**config.mk**
```make
export PLATFORM = sky130hd
export DESIGN_NAME = cap_timer_top
export DESIGN_NICKNAME = d
export VERILOG_FILES = /design/src/rtl/cap_timer_pkg.sv /design/src/rtl/cap_timer_counter.sv /design/src/rtl/cap_timer_capture.sv /design/src/rtl/cap_timer_regs.sv /design/src/rtl/cap_timer_top.sv
export SDC_FILE = /design/constraint.sdc
export NUM_CORES = 1
export LEC_CHECK = 0
export ABC_AREA = 1
export BUFFER_PORTS_ARGS = -buffer_cell sky130_fd_sc_hd__buf_2
export CAP_MARGIN = 20
export CORE_MARGIN = 3
export CORE_UTILIZATION = 40
export CTS_CLUSTER_SIZE = 24
export DETAILED_ROUTE_END_ITERATION = 16
export PLACE_DENSITY = 0.56
export RECOVER_POWER = 50
export SYNTH_ARGS = -nofsm -noshare
export SYNTH_HDL_FRONTEND = slang
export SYNTH_HIERARCHICAL = 1
export SYNTH_SLANG_ARGS = --single-unit
```
**constraint.sdc**
```tcl
create_clock -name clk_i -period 2.5 [get_ports clk_i]
set_input_delay 0.25 -clock clk_i [delete_from_list [all_inputs] [get_ports clk_i]]
set_output_delay 0.25 -clock clk_i [all_outputs]
set_load 0.1 [all_outputs]
```
**src/rtl/cap_timer_pkg.sv**
```systemverilog
package cap_timer_pkg;
  localparam int unsigned BYTE_W  = 8;
  localparam int unsigned N_CAP   = 2;
  localparam int unsigned BUS_AW  = 4;

  // low byte of capture channel n; high byte is the next address
  function automatic int unsigned cap_lo_addr(int unsigned n);
    return 2 + 2 * n;
  endfunction
endpackage

```
**src/rtl/cap_timer_counter.sv**
```systemverilog
module cap_timer_counter #(
  parameter int unsigned CNT_W = 16
) (
  input  logic             clk_i,
  input  logic             rst_ni,
  input  logic             en_i,
  input  logic             load_i,
  input  logic [CNT_W-1:0] load_val_i,
  output logic [CNT_W-1:0] cnt_o,
  output logic             wrap_o
);
  logic [CNT_W-1:0] cnt_q;

  always_ff @(posedge clk_i or negedge rst_ni) begin
    if (!rst_ni)     cnt_q <= '0;
    else if (load_i) cnt_q <= load_val_i;
    else if (en_i)   cnt_q <= cnt_q + 1'b1;
  end

  assign cnt_o  = cnt_q;
  assign wrap_o = en_i && !load_i && (&cnt_q);

  p_count_step_r1: assert property (@(posedge clk_i) disable iff (!rst_ni)
    en_i && !load_i |=> cnt_q == CNT_W'($past(cnt_q) + 1'b1));
  p_count_hold_r1: assert property (@(posedge clk_i) disable iff (!rst_ni)
    !en_i && !load_i |=> $stable(cnt_q));
  p_load_commit_r3: assert property (@(posedge clk_i) disable iff (!rst_ni)
    load_i |=> cnt_q == $past(load_val_i));
endmodule

```
**src/rtl/cap_timer_capture.sv**
```systemverilog
module cap_timer_capture #(
  parameter int unsigned CNT_W = 16
) (
  input  logic             clk_i,
  input  logic             rst_ni,
  input  logic             evt_i,
  input  logic [CNT_W-1:0] cnt_i,
  output logic [CNT_W-1:0] cap_o,
  output logic             hit_o
);
  logic sync1_q, sync2_q, prev_q;
  logic [CNT_W-1:0] cap_q;

  always_ff @(posedge clk_i or negedge rst_ni) begin
    if (!rst_ni) begin
      sync1_q <= 1'b0;
      sync2_q <= 1'b0;
      prev_q  <= 1'b0;
    end else begin
      sync1_q <= evt_i;
      sync2_q <= sync1_q;
      prev_q  <= sync2_q;
    end
  end

  assign hit_o = sync2_q && !prev_q;

  always_ff @(posedge clk_i or negedge rst_ni) begin
    if (!rst_ni)    cap_q <= '0;
    else if (hit_o) cap_q <= cnt_i;
  end

  assign cap_o = cap_q;

  p_capture_load_r5: assert property (@(posedge clk_i) disable iff (!rst_ni)
    hit_o |=> cap_q == $past(cnt_i));
  p_capture_hold_r5: assert property (@(posedge clk_i) disable iff (!rst_ni)
    !hit_o |=> $stable(cap_q));
  p_single_hit_r5: assert property (@(posedge clk_i) disable iff (!rst_ni)
    hit_o |=> !hit_o);
endmodule

```
**src/rtl/cap_timer_regs.sv**
```systemverilog
module cap_timer_regs #(
  parameter int unsigned DATA_W = 8,
  parameter int unsigned NUM_CAP = 2,
  parameter int unsigned ADDR_W = 4,
  localparam int unsigned CNT_W  = 2 * DATA_W,
  localparam int unsigned FLAG_W = NUM_CAP + 1
) (
  input  logic                            clk_i,
  input  logic                            rst_ni,
  input  logic [ADDR_W-1:0]               addr_i,
  input  logic                            wr_en_i,
  input  logic                            rd_en_i,
  input  logic [DATA_W-1:0]               wdata_i,
  input  logic [CNT_W-1:0]                cnt_i,
  input  logic                            wrap_i,
  input  logic [NUM_CAP-1:0][CNT_W-1:0]   cap_i,
  input  logic [NUM_CAP-1:0]              hit_i,
  output logic                            cnt_load_o,
  output logic [CNT_W-1:0]                cnt_load_val_o,
  output logic [DATA_W-1:0]               rdata_o,
  output logic [FLAG_W-1:0]               irq_o
);
  localparam logic [ADDR_W-1:0] A_CNT_LO = ADDR_W'(0);
  localparam logic [ADDR_W-1:0] A_CNT_HI = ADDR_W'(1);
  localparam logic [ADDR_W-1:0] A_FLAG   = ADDR_W'(2 + 2 * NUM_CAP);
  localparam logic [ADDR_W-1:0] A_EN     = ADDR_W'(3 + 2 * NUM_CAP);

  logic [DATA_W-1:0] temp_q, temp_d;
  logic [FLAG_W-1:0] flags_q, en_q, set_vec, clr_vec;
  logic [DATA_W-1:0] rd_mux;

  // shared high-byte latch
  always_comb begin
    temp_d = temp_q;
    if (wr_en_i && addr_i == A_CNT_HI) temp_d = wdata_i;
    if (rd_en_i && addr_i == A_CNT_LO) temp_d = cnt_i[CNT_W-1:DATA_W];
    for (int n = 0; n < NUM_CAP; n++) begin
      if (rd_en_i && addr_i == ADDR_W'(2 + 2 * n)) temp_d = cap_i[n][CNT_W-1:DATA_W];
    end
  end

  always_ff @(posedge clk_i or negedge rst_ni) begin
    if (!rst_ni) temp_q <= '0;
    else         temp_q <= temp_d;
  end

  assign cnt_load_o     = wr_en_i && addr_i == A_CNT_LO;
  assign cnt_load_val_o = {temp_q, wdata_i};

  // sticky flags, write-one-to-clear, set dominates
  assign set_vec = {hit_i, wrap_i};
  assign clr_vec = (wr_en_i && addr_i == A_FLAG) ? wdata_i[FLAG_W-1:0] : '0;

  always_ff @(posedge clk_i or negedge rst_ni) begin
    if (!rst_ni) begin
      flags_q <= '0;
      en_q    <= '0;
      irq_o   <= '0;
    end else begin
      flags_q <= (flags_q & ~clr_vec) | set_vec;
      if (wr_en_i && addr_i == A_EN) en_q <= wdata_i[FLAG_W-1:0];
      irq_o   <= flags_q & en_q;
    end
  end

  always_comb begin
    rd_mux = '0;
    if (addr_i == A_CNT_LO)      rd_mux = cnt_i[DATA_W-1:0];
    else if (addr_i == A_CNT_HI) rd_mux = temp_q;
    else if (addr_i == A_FLAG)   rd_mux = DATA_W'(flags_q);
    else if (addr_i == A_EN)     rd_mux = DATA_W'(en_q);
    for (int n = 0; n < NUM_CAP; n++) begin
      if (addr_i == ADDR_W'(2 + 2 * n)) rd_mux = cap_i[n][DATA_W-1:0];
      if (addr_i == ADDR_W'(3 + 2 * n)) rd_mux = temp_q;
    end
  end

  always_ff @(posedge clk_i or negedge rst_ni) begin
    if (!rst_ni)      rdata_o <= '0;
    else if (rd_en_i) rdata_o <= rd_mux;
  end

  p_lo_read_latch_r2: assert property (@(posedge clk_i) disable iff (!rst_ni)
    rd_en_i && addr_i == A_CNT_LO |=> temp_q == $past(cnt_i[CNT_W-1:DATA_W]));
  p_hi_write_park_r3: assert property (@(posedge clk_i) disable iff (!rst_ni)
    wr_en_i && addr_i == A_CNT_HI |=> temp_q == $past(wdata_i));
  p_wrap_flag_r4: assert property (@(posedge clk_i) disable iff (!rst_ni)
    wrap_i |=> flags_q[0]);
  p_ovf_sticky_r7: assert property (@(posedge clk_i) disable iff (!rst_ni)
    flags_q[0] && !clr_vec[0] |=> flags_q[0]);
  p_set_wins_r8: assert property (@(posedge clk_i) disable iff (!rst_ni)
    wrap_i && clr_vec[0] |=> flags_q[0]);
  p_irq_masked_r10: assert property (@(posedge clk_i) disable iff (!rst_ni)
    en_q == '0 |=> irq_o == '0);

  for (genvar n = 0; n < NUM_CAP; n++) begin : g_cap_chk
    p_cap_flag_r5: assert property (@(posedge clk_i) disable iff (!rst_ni)
      hit_i[n] |=> flags_q[n+1]);
    p_cap_lo_latch_r6: assert property (@(posedge clk_i) disable iff (!rst_ni)
      rd_en_i && addr_i == ADDR_W'(2 + 2 * n) |=> temp_q == $past(cap_i[n][CNT_W-1:DATA_W]));
  end
endmodule

```
**src/rtl/cap_timer_top.sv**
```systemverilog
module cap_timer_top
  import cap_timer_pkg::*;
#(
  parameter int unsigned DATA_W  = BYTE_W,
  parameter int unsigned NUM_CAP = N_CAP,
  parameter int unsigned ADDR_W  = BUS_AW,
  localparam int unsigned CNT_W  = 2 * DATA_W,
  localparam int unsigned FLAG_W = NUM_CAP + 1
) (
  input  logic               clk_i,
  input  logic               rst_ni,
  input  logic               cnt_en_i,
  input  logic [NUM_CAP-1:0] cap_i,
  input  logic [ADDR_W-1:0]  addr_i,
  input  logic               wr_en_i,
  input  logic               rd_en_i,
  input  logic [DATA_W-1:0]  wdata_i,
  output logic [DATA_W-1:0]  rdata_o,
  output logic [FLAG_W-1:0]  irq_o
);
  logic [CNT_W-1:0]              cnt, load_val;
  logic                          load, wrap;
  logic [NUM_CAP-1:0][CNT_W-1:0] cap_val;
  logic [NUM_CAP-1:0]            hit;

  cap_timer_counter #(.CNT_W(CNT_W)) u_cnt (
    .clk_i, .rst_ni, .en_i(cnt_en_i), .load_i(load), .load_val_i(load_val),
    .cnt_o(cnt), .wrap_o(wrap)
  );

  for (genvar n = 0; n < NUM_CAP; n++) begin : g_cap
    cap_timer_capture #(.CNT_W(CNT_W)) u_cap (
      .clk_i, .rst_ni, .evt_i(cap_i[n]), .cnt_i(cnt),
      .cap_o(cap_val[n]), .hit_o(hit[n])
    );
  end

  cap_timer_regs #(.DATA_W(DATA_W), .NUM_CAP(NUM_CAP), .ADDR_W(ADDR_W)) u_regs (
    .clk_i, .rst_ni, .addr_i, .wr_en_i, .rd_en_i, .wdata_i,
    .cnt_i(cnt), .wrap_i(wrap), .cap_i(cap_val), .hit_i(hit),
    .cnt_load_o(load), .cnt_load_val_o(load_val), .rdata_o, .irq_o
  );
endmodule

```
==> metrics.log, run 1 <==
INFO  metric globalRoute.totalOverflow = 0
INFO  metric filler_cell_count = around 1100
INFO  metric post-place-ws = between 500 and 600 ps
INFO  metric hold_path_class = input port to flip-flop
INFO  metric synth.ff_latch_count = 79
INFO  metric power_leakage = 2.437 nW
INFO  metric max_slew_margin = 23.23%
INFO  metric cts.reportedPaths.clkPinSlew = ~70 ps
INFO  metric hold_viol = 0
INFO  metric final-seq-area = roughly 2000 µm²
INFO  metric ant_nets = 0
INFO  metric worst-setup-path-type = input port to asynchronous set/reset pin
INFO  metric top_usage_layer = met2
INFO  metric post-cts-setup-buffers = 0
INFO  metric cts-htree-levels = 3
INFO  metric cts_inserted_buffers = 9
INFO  metric pin_count = 30
INFO  metric clock_skew = 9.611 ps
INFO  metric clock_sink_count = around 80
INFO  metric firstDrtPassIters = 5
INFO  metric finalWorstPathRequiredPeriod = ~1700 ps
INFO  metric vias_per_cell = 5.273
INFO  metric wire_per_inst = roughly 17 µm
INFO  metric post_cts.resized_instances = 0
INFO  metric drive_above_1_share = roughly 15%
INFO  metric initial_utilization = 41.82%
INFO  metric total_power = between 0.003 and 0.004 W
INFO  metric placed_cell_area = approximately 4500 µm²
INFO  metric yosysWarningCount = 6
INFO  metric max_freq = 0.5783 GHz
INFO  metric coreArea = about 10000 µm²
INFO  metric groute.layer.met1.usage = between 20% and 30%
INFO  metric finalSetupViolations = 0
INFO  metric worst_skew_pair.late_latency = around 350 ps
INFO  metric grt_pass1_wl = about 20 mm
INFO  metric synthesis.instances = roughly 560
INFO  metric gp_routability_congestion = 0.8762
INFO  metric grt_start_max_net_pins = 44
INFO  metric power.share.sequential = a little over half
INFO  metric outcome = complete, no violations
INFO  metric multi_input_area = around 2000 µm²
INFO  metric avgSynthCellArea = around 8 µm²
INFO  metric critPathArrivalTime = around 2200 ps
INFO  metric syn2layout_area_growth = 8.150%
INFO  metric clock_path_buffers = 2
INFO  metric die_area = between 10000 and 15000 µm²
INFO  metric power_frac_clock = about a quarter
INFO  metric chipWidth = approximately 110 µm
INFO  metric number_of_antenna_violations_at_the_first_check_in_global_routing = 0
INFO  metric crit_required = ~3000 ps
INFO  metric rsz0062_at_grt = false
INFO  metric syn_std_cell_area = between 4000 and 5000 µm²
INFO  metric port_buffers = 29
INFO  metric fp-row-count = 37
INFO  metric m2_gr_usage = between 30 and 40%
INFO  metric power.combinational.fraction = between 20% and 30%
INFO  metric die_height = 110.6 µm
INFO  metric drt_wl_total = ~12 mm
INFO  metric grt_pass1_vias = 3612
INFO  metric fin_crit_sh = 69.17%
INFO  metric max_slew.worst_pin.slew = ~1200 ps
INFO  metric place_hpwl = roughly 8.6 mm
INFO  metric post_detailed_route_drc_marker_count = 0
INFO  metric antenna_cells = 0
INFO  metric groute.usage.overall = between 20% and 30%
INFO  metric vias = roughly 3800
INFO  metric power-per-cell-area = 800.4 nW/µm²
INFO  metric post-route-cell-area = around 4700 µm²
INFO  metric tritoncts = done
INFO  metric maximum_capacitance_violations = 0
INFO  metric setup.worst_path.start_class = input port
INFO  metric timing.hold.ws = around 180 ps
INFO  metric groute.layer.met3.usage = under 10%
INFO  metric cell_internal_pwr = 0.002335 W
INFO  metric drt_iter0_markers = a little under 300
INFO  metric setup_total_negative_slack = 0 ps
INFO  metric critPathMaxFanout = 43
INFO  metric vdd_ir_drop_max = 0.0003453 V
INFO  metric synth_sequential_area_ratio = between 40% and 50%
INFO  metric syn_nets = 579
INFO  metric net-switching-power = between 0.001 and 0.0015 W
INFO  metric timing_max_transition_violations_final = 0
INFO  metric cts.hold.buffers_added = 2
INFO  metric layout_nets = about 600
INFO  metric netSwitchingFraction = a little under two fifths
INFO  metric post-route-worst-setup-slack = roughly 770 ps
INFO  metric worstSetupEndpointType = asynchronous set/reset pin
INFO  metric post_synth_num_cell_types = 33
INFO  metric r2r_setup_slack = 810 ps
INFO  metric cts_root_buf = clkbuf_8
per-layer routing:
| metal | routed length, µm | vias up |
|---|---|---|
| met5 | 0 | - |
| met4 | 383 | 0 |
| met3 | 650 | 28 |
| met2 | 5586 | 120 |
| met1 | 5503 | 1814 |
| li1 | - | 1840 |
state kept, by name, indices dropped and copies added (netlist names), 3 cells and up:
signal	count
g_cap.u_cap/cap_o	32
u_cnt/cnt_o	16
u_regs/en_q	3
u_regs/flags_q	3
u_regs/irq_o	3
u_regs/rdata_o	8
u_regs/temp_q	8
logic make-up after synthesis:
family / share of synthesized area [%]
compound gates: 8.751
simple gates: 35.46
flops: 45.18
fa+ha+maj: 0.2859
xor+xnor: 1.401
buf+inv: 8.922
stage by stage:
step           utilization, %  instances
2_1_floorplan               -        559
3_3_place_gp            43.16        703
3_5_place_dp            43.16        703
5_1_grt                 45.23        721
4_1_cts                 45.24        720
6_report                45.23        721
worst max-delay path, stage by stage:
cell and delay (ps):
dlygate4sd3_1 520, clkbuf_2 840, clkbuf_2 570
final timing paths:
path	to	start	cells after the start
min in group asynchronous	g_cap[0].u_cap/cap_o[0]	rst_ni	2
max	u_cnt/cnt_o[1]	rst_ni	3
max in group clk_i	u_regs/flags_q[0]	u_cnt/cnt_o[1]	7
min	u_cnt/cnt_o[1]	wdata_i[1]	3
max reg2reg	u_regs/flags_q[0]	u_cnt/cnt_o[1]	7
min reg2reg	g_cap[0].u_cap/sync2_q	g_cap[0].u_cap/sync1_q	0
power groups by stage:
stage          sequential, W  clock [W]  combinational (W)
6_report             0.00200   0.000976           0.000812
5_1_grt              0.00204    0.00106           0.000905
4_1_cts              0.00200   0.000987           0.000814
3_5_place_dp         0.00202          0           0.000809
3_3_place_gp         0.00202          0           0.000795
2_1_floorplan        0.00198          0           0.000500
cell type report:
type	count	area share (%)
inverters	48	4.019
flip-flops and latches	79	41.78
clock inverters	3	0.8990
clock buffers	12	3.279
well taps	136	3.596
repair buffers	35	4.045
multi-input cells	408	42.38
cells in the mapped netlist (all sizes together):
library cell	number	area share (%)
nand4	7	1.0
ha	1	0.29
o22ai	3	0.43
nor3	1	0.11
a21oi	18	2.1
o211ai	4	0.69
inv	48	4.3
nand3	71	8.4
o21ai	23	2.6
nand2	189	18
xnor2	7	1.4
or2	4	0.57
clkbuf	2	0.17
o21bai	5	0.86
a22oi	11	1.9
dfrtp	79	45
nor2	63	7.5
a22o	1	0.20
buf	22	4.4
cells in the final DEF (no fill, tap or decap):
master         instances
nand2_1              178
a21oi_1               18
o22ai_1                3
o21ai_1                5
clkinvlp_4             1
bufinv_16              1
nor3_1                 1
nor2_2                 8
nand2_4                4
ha_1                   1
xnor2_1                7
inv_2                  7
inv_1                 37
a22oi_1               11
nand2_2                5
o21bai_1               5
nor2_1                47
nand3_1               69
clkbuf_2               3
nor2_4                 7
buf_4                  1
nand4_1                7
clkinv_2               1
nand3_2                2
or2_0                  1
clkbuf_8              11
o211ai_1               4
or2_2                  2
a22o_1                 1
dlygate4sd3_1          3
o21ai_0               18
inv_4                  4
or2_1                  1
clkbuf_1               2
buf_2                 27
nor2_8                 1
dfrtp_1               79
nand2_8                2
Note: power is estimated with default switching activity, not from simulation.
==> run 2, diff against run 1 <==
Clock period 2.5 ns to 1.69 ns, I/O delays scaled along.
==> run 2 against run 1 <==
  * Sequential power up 37%
  * Clock skew rose by 1.8 ps
  * Non-clock buffer count rose by 24
  * Sequential cell count unchanged
  * Critical endpoint is now u_regs/flags_q[0]
  * Highest routed layer unchanged
==> metrics.log, run 2 (synthesis results as in run 1) <==
INFO  metric worst_skew_pair.late_latency = approximately 350 ps
INFO  metric postLayoutCoreUtil = a little under half
INFO  metric net-switching-power = roughly 0.0022 W
INFO  metric cts.reportedPaths.clkPinSlew = about 90 ps
INFO  metric drt_iter0_markers = ~290
INFO  metric power.share.sequential = between 40% and 50%
INFO  metric number_of_antenna_violations_at_the_first_check_in_global_routing = 0
INFO  metric worst_path_dominant_cell_family = simple AND/OR/NAND/NOR gates
INFO  metric groute.usage.overall = approximately a fifth
INFO  metric vdd_ir_drop_max = 0.0005245 V
INFO  metric top_signal_layer_used = met4
INFO  metric layout_common_cells = 178 x nand2_1, 79 x dfrtp_1, 69 x nand3_1, 46 x nor2_1, 37 x inv_1
INFO  metric firstDrtPassIters = 5
INFO  metric max_slew_margin = ~40%
INFO  metric outcome = complete, no violations
INFO  metric tritoncts = done
INFO  metric grt_pass1_vias = ~3800
INFO  metric timing.hold.ws = around 91 ps
INFO  metric wl_met2 = 5.529 mm
INFO  metric die_area = ~12000 µm²
INFO  metric timing_max_transition_violations_final = 0
INFO  metric placed_cell_area = approximately 4700 µm²
INFO  metric cts.hold.buffers_added = 3
INFO  metric path_common_cell = nand2_1
INFO  metric layout_nets = about 630
INFO  metric fp-row-count = 37
INFO  metric setup.worst_path.start_class = flip-flop
INFO  metric post_cts.resized_instances = 0
INFO  metric worstSetupEndpointType = flip-flop
INFO  metric cell_internal_pwr = around 0.0037 W
INFO  metric critPathMaxFanout = 5
INFO  metric timing.critical_path.slowest_cell_delay = 470 ps
INFO  metric port_buffers = 29
INFO  metric syn2layout_area_growth = 13.24%
INFO  metric grt_start_max_net_pins = 36
INFO  metric netSwitchingFraction = a little under two fifths
INFO  metric cts-htree-levels = 3
INFO  metric largest_register_ff_count = 32
INFO  metric final-seq-area = 1977 µm²
INFO  metric max_slew.worst_pin.slew = roughly 900 ps
INFO  metric globalRoute.totalOverflow = 0
INFO  metric initial_utilization = a little over two fifths
INFO  metric finalSetupViolations = 0
INFO  metric post-route-cell-area = 4955 µm²
INFO  metric post-route-worst-setup-slack = approximately 270 ps
INFO  metric power-per-cell-area = ~1200 nW/µm²
INFO  metric crit_chain = nand2_1 -> nor2_4 -> nand3_1 -> nor3_1 -> buf_4 -> inv_1 -> nand2_1
INFO  metric grt_pass1_wl = ~20 mm
INFO  metric cts_root_buf = clkbuf_8
INFO  metric commonest_non_fill_non_tap_cell_in_the_layout = nand2_1
INFO  metric critPathArrivalTime = around 1700 ps
INFO  metric fin_crit_sh = between 80% and 90%
INFO  metric drive_above_1_share = a little under a fifth
INFO  metric hold_path_class = input port to flip-flop
INFO  metric route.met3.wl = about 680 µm
INFO  metric crit_required = 1990 ps
INFO  metric vias_per_cell = roughly 5.2
INFO  metric rsz0062_at_grt = false
INFO  metric drt_wl_total = 12.12 mm
INFO  metric coreArea = 10460 µm²
INFO  metric cts_inserted_buffers = 9
INFO  metric vias = between 3000 and 4000
INFO  metric multi_input_area = about 2000 µm²
INFO  metric power.combinational.fraction = between 20% and 30%
INFO  metric clock_sink_count = just under 80
INFO  metric gp_routability_congestion = between 0.9 and 1
INFO  metric setup_total_negative_slack = 0 ps
INFO  metric post-place-ws = a little over 60 ps
INFO  metric max_freq = 0.7027 GHz
INFO  metric die_height = ~110 µm
INFO  metric ant_nets = 0
INFO  metric worstPathBufferInverterCount = 2
INFO  metric clock_skew = 11.45 ps
INFO  metric post-cts-setup-buffers = 0
INFO  metric pin_count = 30
INFO  metric power_leakage = 2.573 nW
INFO  metric place_hpwl = about 9 mm
INFO  metric clock_path_buffers = 2
INFO  metric power_frac_clock = a little over a quarter
INFO  metric maximum_capacitance_violations = 0
INFO  metric worst-setup-path-type = flip-flop to flip-flop
INFO  metric met1Wirelength = ~5.6 mm
INFO  metric filler_cell_count = about 1100
INFO  metric hold_viol = 0
INFO  metric cpMaxStageDelayCell = dfrtp_1
INFO  metric wire_per_inst = around 16 µm
INFO  metric antenna_cells = 0
INFO  metric chipWidth = 110.6 µm
INFO  metric finalWorstPathRequiredPeriod = 1423 ps
INFO  metric r2r_setup_slack = around 270 ps
INFO  metric post_detailed_route_drc_marker_count = 0
## run 2: tightest hold or removal path, delay by kind of cell
kind | cells | cell delay (ps)
buffers and inverters | 1 | 100
AND/OR/NAND/NOR | 2 | 140
## run 2: power groups by stage
stage / registers, W / clock network, W / logic [W]
floorplan: 0.00292 / 0 / 0.000739
global placement: 0.00277 / 0 / 0.00156
detailed placement: 0.00278 / 0 / 0.00157
CTS: 0.00274 / 0.00164 / 0.00158
global route: 0.00280 / 0.00172 / 0.00174
finish: 0.00274 / 0.00159 / 0.00158
## run 2: area by class of cell
cell class,instances,area share (%)
clock inverter,5,1.641
timing repair buffer,59,7.803
clock buffer,11,2.854
tap,136,3.434
multi-input combinational,408,40.53
sequential,79,39.90
inverter,48,3.838
## run 2: per-layer routing
layer | up-vias | GRT usage [%]
met5 | - | 0
met4 | 0 | 7.718
met3 | 29 | 3.890
met2 | 127 | 32.16
met1 | 1835 | 27.71
li1 | 1896 | -
## run 2: stage by stage
step / power [W] / std cells
after floorplan: 0.003664 / 559
after global placement: 0.004332 / 727
after detailed placement: 0.004348 / 727
after CTS: 0.005964 / 746
after global routing: 0.006254 / 746
final: 0.005905 / 746
## run 2: final timing paths
| path | to | depth (start not counted) | startpoint |
|---|---|---|---|
| setup / recovery | u_regs/flags_q[0] | 7 | u_cnt/cnt_o[7] |
| hold / removal | u_cnt/cnt_o[1] | 3 | wdata_i[1] |
| setup reg to reg | u_regs/flags_q[0] | 7 | u_cnt/cnt_o[7] |
| hold reg to reg | g_cap[0].u_cap/sync2_q | 0 | g_cap[0].u_cap/sync1_q |
| max in group asynchronous | g_cap[0].u_cap/cap_o[15] | 3 | rst_ni |
| min in group asynchronous | u_regs/irq_o[0] | 2 | rst_ni |
